<file path="src/rtl/smmul_pkg.sv">
package smmul_pkg;

  typedef struct packed {
    logic load;  // capture operands, clear accumulator
    logic step;  // one shift-add iteration
  } ctrlStrobes_t;

endpackage

</file>
<file path="src/rtl/smmul_tc2sm.sv">
module smmul_tc2sm #(
  parameter int W = 8
) (
  input  logic [W-1:0] tcIn,
  output logic [W-1:0] smOut
);
  logic [W-2:0] negLow;

  // low bits of the negation: invert and add one, wrap allowed
  assign negLow = ~tcIn[W-2:0] + (W-1)'(1);

  always_comb begin
    if (tcIn[W-1]) smOut = {1'b1, negLow};
    else           smOut = tcIn;
  end
endmodule

</file>
<file path="src/rtl/smmul_sm2tc.sv">
module smmul_sm2tc #(
  parameter int W = 15
) (
  input  logic [W-1:0] smIn,
  output logic [W-1:0] tcOut
);
  logic [W-2:0] mag;
  logic         negNonZero;

  assign mag        = smIn[W-2:0];
  // minus zero is folded to plain zero here
  assign negNonZero = smIn[W-1] && (mag != '0);

  always_comb begin
    if (negNonZero) tcOut = ~{1'b0, mag} + W'(1);
    else            tcOut = {1'b0, mag};
  end
endmodule

</file>
<file path="src/rtl/smmul_ctrl.sv">
module smmul_ctrl
  import smmul_pkg::*;
#(
  parameter int CYCLES = 8
) (
  input  logic         clk,
  input  logic         rstN,
  input  logic         start,
  output logic         busy,
  output ctrlStrobes_t strb
);
  localparam int CNT_W = (CYCLES > 1) ? $clog2(CYCLES) : 1;

  typedef enum logic {ST_IDLE, ST_RUN} ctrlState_t;

  ctrlState_t state;
  logic [CNT_W-1:0] iterCnt;
  logic lastIter;

  assign lastIter  = (iterCnt == CNT_W'(CYCLES - 1));
  assign busy      = (state == ST_RUN);
  assign strb.load = (state == ST_IDLE) && start;
  assign strb.step = (state == ST_RUN);

  always_ff @(posedge clk or negedge rstN) begin
    if (!rstN) begin
      state   <= ST_IDLE;
      iterCnt <= '0;
    end else begin
      case (state)
        ST_IDLE: begin
          if (start) begin
            state   <= ST_RUN;
            iterCnt <= '0;
          end
        end
        ST_RUN: begin
          if (lastIter) state <= ST_IDLE;
          else          iterCnt <= iterCnt + CNT_W'(1);
        end
        default: state <= ST_IDLE;
      endcase
    end
  end
endmodule

</file>
<file path="src/rtl/smmul_datapath.sv">
module smmul_datapath
  import smmul_pkg::*;
#(
  parameter int MAG_W = 7
) (
  input  logic               clk,
  input  logic               rstN,
  input  ctrlStrobes_t       strb,
  input  logic               signA,
  input  logic [MAG_W-1:0]   magA,
  input  logic               signB,
  input  logic [MAG_W-1:0]   magB,
  output logic               prodSign,
  output logic [2*MAG_W-1:0] prodMag
);
  localparam int REG_W = 2 * MAG_W;

  logic [REG_W-1:0] shiftUp;    // multiplicand, moves left
  logic [REG_W-1:0] shiftDown;  // multiplier, moves right
  logic [REG_W-1:0] accum;
  logic             signReg;
  logic [REG_W-1:0] addend;

  assign addend   = shiftDown[0] ? shiftUp : '0;
  assign prodMag  = accum;
  assign prodSign = signReg;

  always_ff @(posedge clk or negedge rstN) begin
    if (!rstN) begin
      shiftUp   <= '0;
      shiftDown <= '0;
      accum     <= '0;
      signReg   <= 1'b0;
    end else if (strb.load) begin
      shiftUp   <= {{MAG_W{1'b0}}, magA};
      shiftDown <= {{MAG_W{1'b0}}, magB};
      accum     <= '0;
      signReg   <= signA ^ signB;
    end else if (strb.step) begin
      accum     <= accum + addend;
      shiftUp   <= shiftUp << 1;
      shiftDown <= shiftDown >> 1;
    end
  end
endmodule

</file>
<file path="src/rtl/sm_shift_mult.sv">
module sm_shift_mult
  import smmul_pkg::*;
#(
  parameter int MAG_W = 7
) (
  input  logic                 clk,
  input  logic                 rstN,
  input  logic                 start,
  input  logic [MAG_W:0]       opASm,
  input  logic [MAG_W:0]       opBTc,
  output logic                 busy,
  output logic [2*MAG_W:0]     prodSm,
  output logic [2*MAG_W:0]     prodTc
);
  localparam int OP_W   = MAG_W + 1;
  localparam int PROD_W = 2 * MAG_W + 1;
  localparam int CYCLES = MAG_W + 1;

  ctrlStrobes_t strb;
  logic [OP_W-1:0]   opBSm;
  logic              prodSign;
  logic [PROD_W-2:0] prodMag;

  smmul_tc2sm #(.W(OP_W)) u_inConv (
    .tcIn  (opBTc),
    .smOut (opBSm)
  );

  smmul_ctrl #(.CYCLES(CYCLES)) u_ctrl (
    .clk   (clk),
    .rstN  (rstN),
    .start (start),
    .busy  (busy),
    .strb  (strb)
  );

  smmul_datapath #(.MAG_W(MAG_W)) u_dp (
    .clk      (clk),
    .rstN     (rstN),
    .strb     (strb),
    .signA    (opASm[OP_W-1]),
    .magA     (opASm[MAG_W-1:0]),
    .signB    (opBSm[OP_W-1]),
    .magB     (opBSm[MAG_W-1:0]),
    .prodSign (prodSign),
    .prodMag  (prodMag)
  );

  assign prodSm = {prodSign, prodMag};

  smmul_sm2tc #(.W(PROD_W)) u_outConv (
    .smIn  (prodSm),
    .tcOut (prodTc)
  );
endmodule

</file>
<file path="config.mk">
export PLATFORM = sky130hd
export DESIGN_NAME = sm_shift_mult
export DESIGN_NICKNAME = d
export VERILOG_FILES = /design/src/rtl/smmul_pkg.sv /design/src/rtl/smmul_tc2sm.sv /design/src/rtl/smmul_sm2tc.sv /design/src/rtl/smmul_ctrl.sv /design/src/rtl/smmul_datapath.sv /design/src/rtl/sm_shift_mult.sv
export SDC_FILE = /design/constraint.sdc
export NUM_CORES = 1
export LEC_CHECK = 0
export BUFFER_PORTS_ARGS = -buffer_cell sky130_fd_sc_hd__buf_2
export CELL_PAD_IN_SITES_DETAIL_PLACEMENT = 1
export CELL_PAD_IN_SITES_GLOBAL_PLACEMENT = 2
export CORE_ASPECT_RATIO = 1.1
export CORE_MARGIN = 3
export CORE_UTILIZATION = 35
export DETAILED_ROUTE_END_ITERATION = 7
export PLACE_DENSITY_LB_ADDON = 0.1
export SLEW_MARGIN = 20
export SYNTH_ARGS = -nofsm -noshare
export SYNTH_HDL_FRONTEND = slang
export SYNTH_HIERARCHICAL = 1
export SYNTH_SLANG_ARGS = --single-unit
</file>
<file path="constraint.sdc">
create_clock -name clk -period 3.15 [get_ports clk]
set_input_delay 0.4725 -clock clk [delete_from_list [all_inputs] [get_ports clk]]
set_output_delay 0.4725 -clock clk [all_outputs]
set_load 0.01 [all_outputs]
</file>
Yosys cells after proc, flatten, opt, wreduce, memory -nomap -nowiden
Cells that the tools add are included.
- bits of input ports: 19
- word-level logic and storage cells: 37
- bits in registers: 47
- eq/ne operators: 3
- reduce and logical (&&, ||, !) cells: 5
- mux-type cells: 15
- $add $sub $neg: 4
- bitwise operators: 4
- operators by type and width (kind ; number):
    14-bit 2-to-1 mux ; 7
    15-bit by 1-bit adder with 15-bit output (second input constant) ; 1
    15-bit 2-to-1 mux ; 1
    14-bit inverter with 15-bit output ; 1
    14-bit adder ; 1
    14-bit nonzero test ; 1
    8-bit 2-to-1 mux ; 1
    7-bit by 1-bit adder with 7-bit output (second input constant) ; 1
    7-bit inverter ; 1
    3-bit 2-to-1 mux ; 2
    3-bit one-hot mux with 2 select lines ; 1
    2-bit inequality test (second input constant) ; 2
    3-bit by 1-bit adder with 3-bit output (second input constant) ; 1
    3-bit == test (second input constant) ; 1
    1-bit logical AND ; 2
    1-bit 2-to-1 mux ; 2
    1-bit one-hot mux with 2 select lines ; 1
    2-bit AND reduction ; 1
    2-bit nonzero test ; 1
    1-bit inverter ; 1
    1-bit bitwise XOR ; 1

Depth between registers and ports, before layout
Gate-level depths: netlist of the first run.
- word-level depth: 4
- mapped depth: 11
- gate-level depth less buffers: 10

Hierarchy
Netlist of the first run, hierarchy kept.
- by module, submodules not included (module ; area an instance (sq um) ; seq. area each (sq um) ; instances ; cells an instance):
    smmul_datapath ; 2222.1 ; 900.9 ; 1 ; 231
    smmul_sm2tc ; 364.1 ; 0.0 ; 1 ; 52
    smmul_ctrl ; 215.2 ; 100.1 ; 1 ; 17
    smmul_tc2sm ; 145.1 ; 0.0 ; 1 ; 19
    sm_shift_mult ; 7.5 ; 0.0 ; 1 ; 1

Worst setup path after synthesis of the first run
OpenSTA, ideal clock, no wires.
- path type: register to output
- start point: reg u_dp.accum[1] (netlist: u_dp/prodMag[1])
- end point: out prodTc[3]
- stages on the path, launching flop included: 8
- path slack: 0.680 ns
- data arrival time: 1.997 ns
- required time: 2.677 ns
- path through: dfrtp_1 inv_1 ha_1 or4b_4 o41ai_4 inv_2 o31ai_2 xnor2_1
- word-level cells in the longest chain between the ends: 3
- elaborated cells between the ends (all ways): 5
- those cells by class: add/sub: 1; mux: 1; bitwise: 1; reduce/logical: 2
- RTL lines (what ; line ; text):
    start: declaration ; smmul_datapath.sv:20 ; logic [REG_W-1:0] accum;
    start signal: assignment ; smmul_datapath.sv:40 ; accum <= accum + addend;
    14-bit inverter with 15-bit output / 14-bit nonzero test (equally long branches) ; smmul_sm2tc.sv:15, smmul_sm2tc.sv:12 ;
    15-bit by 1-bit adder with 15-bit output / 1-bit logical AND (equally long branches) ; smmul_sm2tc.sv:15, smmul_sm2tc.sv:12 ;
    15-bit 2-to-1 mux * ; smmul_sm2tc.sv:15 ; if (negNonZero) tcOut = ~{1'b0, mag} + W'(1);
    end: declaration ; sm_shift_mult.sv:13 ; output logic [2*MAG_W:0] prodTc
Every way passes the cells marked *; elsewhere a longest branch is shown, timed or not.

Final worst setup path of the first run
Ends and elaborated chain as after synthesis.

==> run summary, run 1 <==
total power = 3270 uW
register share of total power = 30.5%
Synth area leader = dfrtp_1
fmax = 0.341 GHz
Comb pwr share = 56.4%
Final GP Congestion = 0.772
Final Util = 42.5%
CP Capture Type = output pin
deepest clock path buffer count = 2
Slew Limit Fails = 0
CP Max Fanout = 7
Final #Nets = 403
startpoint class of the critical path = flop
Clock Skew = 7.96 ps
grt total ovfl = 0
die area = 9580 sq um
Post-Route WL = 7.19 mm
Post-CTS Hold Buffers = 0
cell row count = 34
GR Util All Layers = 15.3%
Peak supply drop = 0.000410 V
Hold Crit Class = in -> async
post-DP HPWL = 5.48 mm
Residual DRC = 0
post-route design area = 3420 sq um
# clock sinks = 40
mapped cell area = 2950 sq um
Die Span Y = 102 um
first-pass GRT wire length = 11.7 mm
I/O Pins = 50
Synth area leaders = dfrtp_1 34%, ha_1 7.2%, mux2i_1 7.1%, xnor2_1 4.4%, nor2_1 3.9%
minimum clock period = 2940 ps
post-route ant nets = 0
initial antenna violation count = 0
synth unique cells = 62
WP data arrival = 2460 ps
dpl ws = 524 ps
Final WS setup = 215 ps
Synth Instances = 320
Setup Fix Bufs, Post-CTS = 0
H-tree Lvls = 2
Final setup viols = 0
number of max-cap violations = 0
top-count cell post-synth = dfrtp_1
DRT iter0 DRCs = 33
Starting Density = 36.7%
antenna cells = 0
DR vias/cell = 5.04
I/O Buffers = 49
DRT Pass-1 Iters = 4
worst-margin pin slew = 903 ps
sw power = 1450 uW
Final Cycle Share = 93.2%
leakage = 0.00170 uW
synthesized area per cell = 9.23 sq um
Ys Warns = 6
Clock transition at path regs = 90 ps
share of layout cells above drive strength 1 = 22.3%
die width = 93.6 um
relative slew slack = 39.8%
Placed Area = 3310 sq um
DR WL/cell = 15.1 um
Syn Nets = 357
Root Buffer = clkbuf_8
pwr dens = 956 nW/um^2
EDFF count, synth = 0
top post-synthesis cells by count = 40 x dfrtp_1, 31 x nor2_1, 28 x nand2_1, 23 x o21ai_0, 21 x mux2i_1
pin count of the biggest net entering global routing = 41
Fill cells = 964
switch share = 44.4%
status = finished clean
Seq/Total Area, Yosys = 33.9%
RSZ-0062 raised after global routing = false
Clock power frac = 13.1%
Synth Flop Type = dfrtp_1
routed vias = 2396
Crit path required time = 2680 ps
Cell Int Power = 1820 uW
Final Hold Vio Count = 0
Layout area overhead = 15.7%
Setup TNS Final = 0 ps
quantity of gates resized following cts = 0
Clk Latency, worst-skew pair = 290 ps
Core ar. = 8040 sq um
CTS buffer count = 5
vias in the first global route = 2306
#FFs+latches synth = 40
CTS tree = built
CP Class = reg -> out
Post-synth ARST share = 100%
share of the synthesized area in the top cell type = 33.9%
[power by group through the flow]
stage	logic, uW	registers [uW]	clock network [uW]
after floorplan	1340	947	0
after global placement	1840	1000	0
after detailed placement	1870	1020	0
after CTS	1870	1000	446
after global routing	2050	1040	478
final	1840	998	428
[state kept, by name (all words and copies together) (netlist names)]
name / flops
u_dp/prodMag: 14
u_dp/shiftUp: 14
u_dp/shiftDown: 7
u_ctrl/iterCnt: 3
u_ctrl/busy: 1
u_dp/prodSign: 1
[cell usage in the layout, fill, tap and decap left out, types with 6 or more instances in the layout]
master,n
buf_2,49
xor2_1,6
nor2b_1,6
and2_1,12
dfrtp_1,39
mux2i_1,21
o21ai_0,23
nand2_1,28
inv_1,10
xnor2_1,15
nor2_1,31
a21oi_1,10
ha_1,17
buf_4,6
[cells by family after synthesis]
logic type                 Yosys count  synth area share, %
AOI/OAI and AO/OA                   81                 20.2
xor gates and xnor gates            21                 6.23
adders and majority gates           18                 7.88
buffers and inverters               27                 4.15
DFF                                 40                 33.9
muxes                               24                 8.51
and+or+nand+nor                    109                 19.1
[worst max-delay path, stage by stage, from the launching register on]
cell	delay, ps
dfrtp_1	460
inv_1	110
ha_1	190
or4b_4	490
o41ai_4	420
inv_2	140
o31ai_2	90
xnor2_1	140
buf_2	140
[cell type report]
cell class	count	area [sq um]	share of cell area [%]
inverters	11	41.3	1.21
multi-input cells	253	1840	53.8
flip-flops and latches	40	1000	29.3
repair buffers	55	290	8.49
clock buffers	5	68.8	2.01
well taps	108	135	3.95
clock inverters	3	42.5	1.24
[path summary, 6_finish.rpt]
path                                   startpoint                end  slack (ps)  cells after the start
worst max-delay path              u_dp/prodMag[1]          prodTc[3]         210                      8
worst min-delay path                         rstN    u_dp/prodMag[7]         310                      1
worst max register to register  u_dp/shiftDown[0]   u_dp/prodMag[13]         640                      8
worst min register to register  u_ctrl/iterCnt[2]  u_ctrl/iterCnt[2]         540                      1
max in group asynchronous                    rstN        u_ctrl/busy        2230                      1
min in group clk                         opASm[6]    u_dp/shiftUp[6]         380                      3
[through the flow]
step / std cells / hold WS, ps
final: 475 / 307
after floorplan: 320 / 177
after CTS: 475 / 345
after global routing: 475 / 370
after global placement: 467 / 512
after detailed placement: 467 / 527
[routing by layer]
metal | GRT usage [%] | vias up | part of all wire [%]
met5 | 0 | - | 0
met4 | 3.00 | 0 | 0.40
met3 | 2.58 | 2 | 3.2
met2 | 26.7 | 45 | 48
met1 | 20.1 | 1107 | 48
li1 | - | 1242 | -
No activity file was read; power rests on OpenSTA's default activity.
==> inputs of run 2 (changes only) <==
--- a/config.mk
+++ b/config.mk
@@ -13,6 +13,7 @@
 export CORE_UTILIZATION = 35
 export DETAILED_ROUTE_END_ITERATION = 7
 export PLACE_DENSITY_LB_ADDON = 0.1
+export REMOVE_ABC_BUFFERS = 1
 export SLEW_MARGIN = 20
 export SYNTH_ARGS = -nofsm -noshare
 export SYNTH_HDL_FRONTEND = slang
==> run 2 against run 1 <==
Net effect:
- clock skew fell by 2.4 ps
- critical endpoint is now prodTc[9]
- largest power group unchanged
- maximum frequency rose by 4.5%
- sequential share of layout area rose by 0.39 points
==> run summary, run 2 (synthesized netlist as in run 1, its figures left out) <==
status = finished clean
post-route ant nets = 0
first-pass GRT wire length = 12.0 mm
CP Max Fanout = 7
number of max-cap violations = 0
Die Span Y = 102 um
Core ar. = 8040 sq um
Root Buffer = clkbuf_8
Final #Nets = 400
CP Class = reg -> out
Met1 Wirelength = 3.29 mm
die area = 9580 sq um
WP data arrival = 2340 ps
fmax = 0.356 GHz
CP max stage cell = or4b_4
met3 routed WL = 225 um
total power = 3180 uW
Final setup viols = 0
minimum clock period = 2810 ps
Post-Route WL = 7.14 mm
Hold Crit Class = in -> async
vias in the first global route = 2471
Final GP Congestion = 0.786
Setup Fix Bufs, Post-CTS = 0
Residual DRC = 0
grt total ovfl = 0
RSZ-0062 raised after global routing = false
post-DP HPWL = 5.58 mm
CP Buf/Inv Count = 3
routed length on met2 = 3.57 mm
Clk Latency, worst-skew pair = 290 ps
# clock sinks = 40
Setup TNS Final = 0 ps
I/O Buffers = 49
I/O Pins = 50
DRT Pass-1 Iters = 4
cell row count = 34
top sig layer = met4
die width = 93.6 um
DR WL/cell = 15.1 um
GR Util All Layers = 15.7%
Starting Density = 36.7%
worst-margin pin slew = 905 ps
most common cell after layout, fill and taps aside = buf_2
CTS tree = built
DRT iter0 DRCs = 56
Final Cycle Share = 89.2%
Clock transition at path regs = 80 ps
DR vias/cell = 5.18
CTS buffer count = 5
Final Hold Vio Count = 0
Crit path required time = 2680 ps
Slew Limit Fails = 0
Peak supply drop = 0.000307 V
pwr dens = 941 nW/um^2
commonest cells after routing, fill and taps aside = 49 x buf_2, 39 x dfrtp_1, 31 x nor2_1
Crit path largest cell delay = 500 ps
crit path cell chain = inv_1, ha_1, or4b_4, o41ai_4, inv_2, a21oi_1, a31oi_1, buf_2
startpoint class of the critical path = flop
antenna cells = 0
leakage = 0.00167 uW
Clock Skew = 5.57 ps
deepest clock path buffer count = 2
share of layout cells above drive strength 1 = 21.4%
CP Capture Type = output pin
Layout area overhead = 14.2%
pin count of the biggest net entering global routing = 41
routed vias = 2446
H-tree Lvls = 2
relative slew slack = 39.6%
cell family with most CP delay = simple AND/OR/NAND/NOR gates
initial antenna violation count = 0
run 2: worst paths after layout:
check                                  start                end  slack (ps)  depth (start not counted)
setup / recovery             u_dp/prodMag[1]          prodTc[9]         340                          8
hold / removal                          rstN  u_dp/shiftDown[2]         310                          1
setup reg to reg           u_dp/shiftDown[0]    u_dp/prodMag[8]         570                         10
hold reg to reg            u_ctrl/iterCnt[2]  u_ctrl/iterCnt[2]         540                          1
max in group asynchronous               rstN        u_ctrl/busy        2220                          1
min in group clk                    opASm[0]    u_dp/shiftUp[0]         390                          3
run 2: timing repair:
| item | CTS | global route |
|---|---|---|
| gates resized for setup | 0 | 0 |
| hold buffers | 0 | 0 |
| setup endpoints to repair | 0 | 1 |
run 2: metal layers:
metal  GRT usage [%]  vias to the layer above
li1                -                     1232
met1            19.5                     1164
met2            28.9                       45
met3            2.21                        5
met4            3.67                        0
met5               0                        -
run 2: power by group:
part	switching [uW]	internal (uW)
Clock	193	158
Sequential	307	717
Combinational	954	846
Total	1450	1720
run 2: area by class of cell:
| cell class | instances | area, sq um |
|---|---|---|
| timing repair buffer | 52 | 268 |
| sequential | 40 | 1000 |
| clock inverter | 2 | 16.3 |
| tap | 108 | 135 |
| clock buffer | 6 | 72.6 |
| multi-input combinational | 253 | 1840 |
| inverter | 11 | 41.3 |
| fill | 978 | 4670 |
run 2: worst register-to-register path, delay by kind of cell, from the launching register on:
kind / cells / cell delay (ps)
AOI/OAI and AO/OA: 4 / 820
adders and majority gates: 2 / 590
DFF: 1 / 570
and+or+nand+nor: 2 / 350
xor gates and xnor gates: 1 / 100
buffers and inverters: 1 / 70
run 2: per-stage QoR:
stage	setup slack [ps]	hold slack (ps)	cells	utilization, %	area, sq um
floorplan	-403	177	304	-	2870
global placement	516	514	464	40.8	3280
detailed placement	495	521	464	40.8	3280
CTS	157	349	472	42.0	3370
global route	129	374	472	42.0	3370
finish	341	309	472	42.0	3370
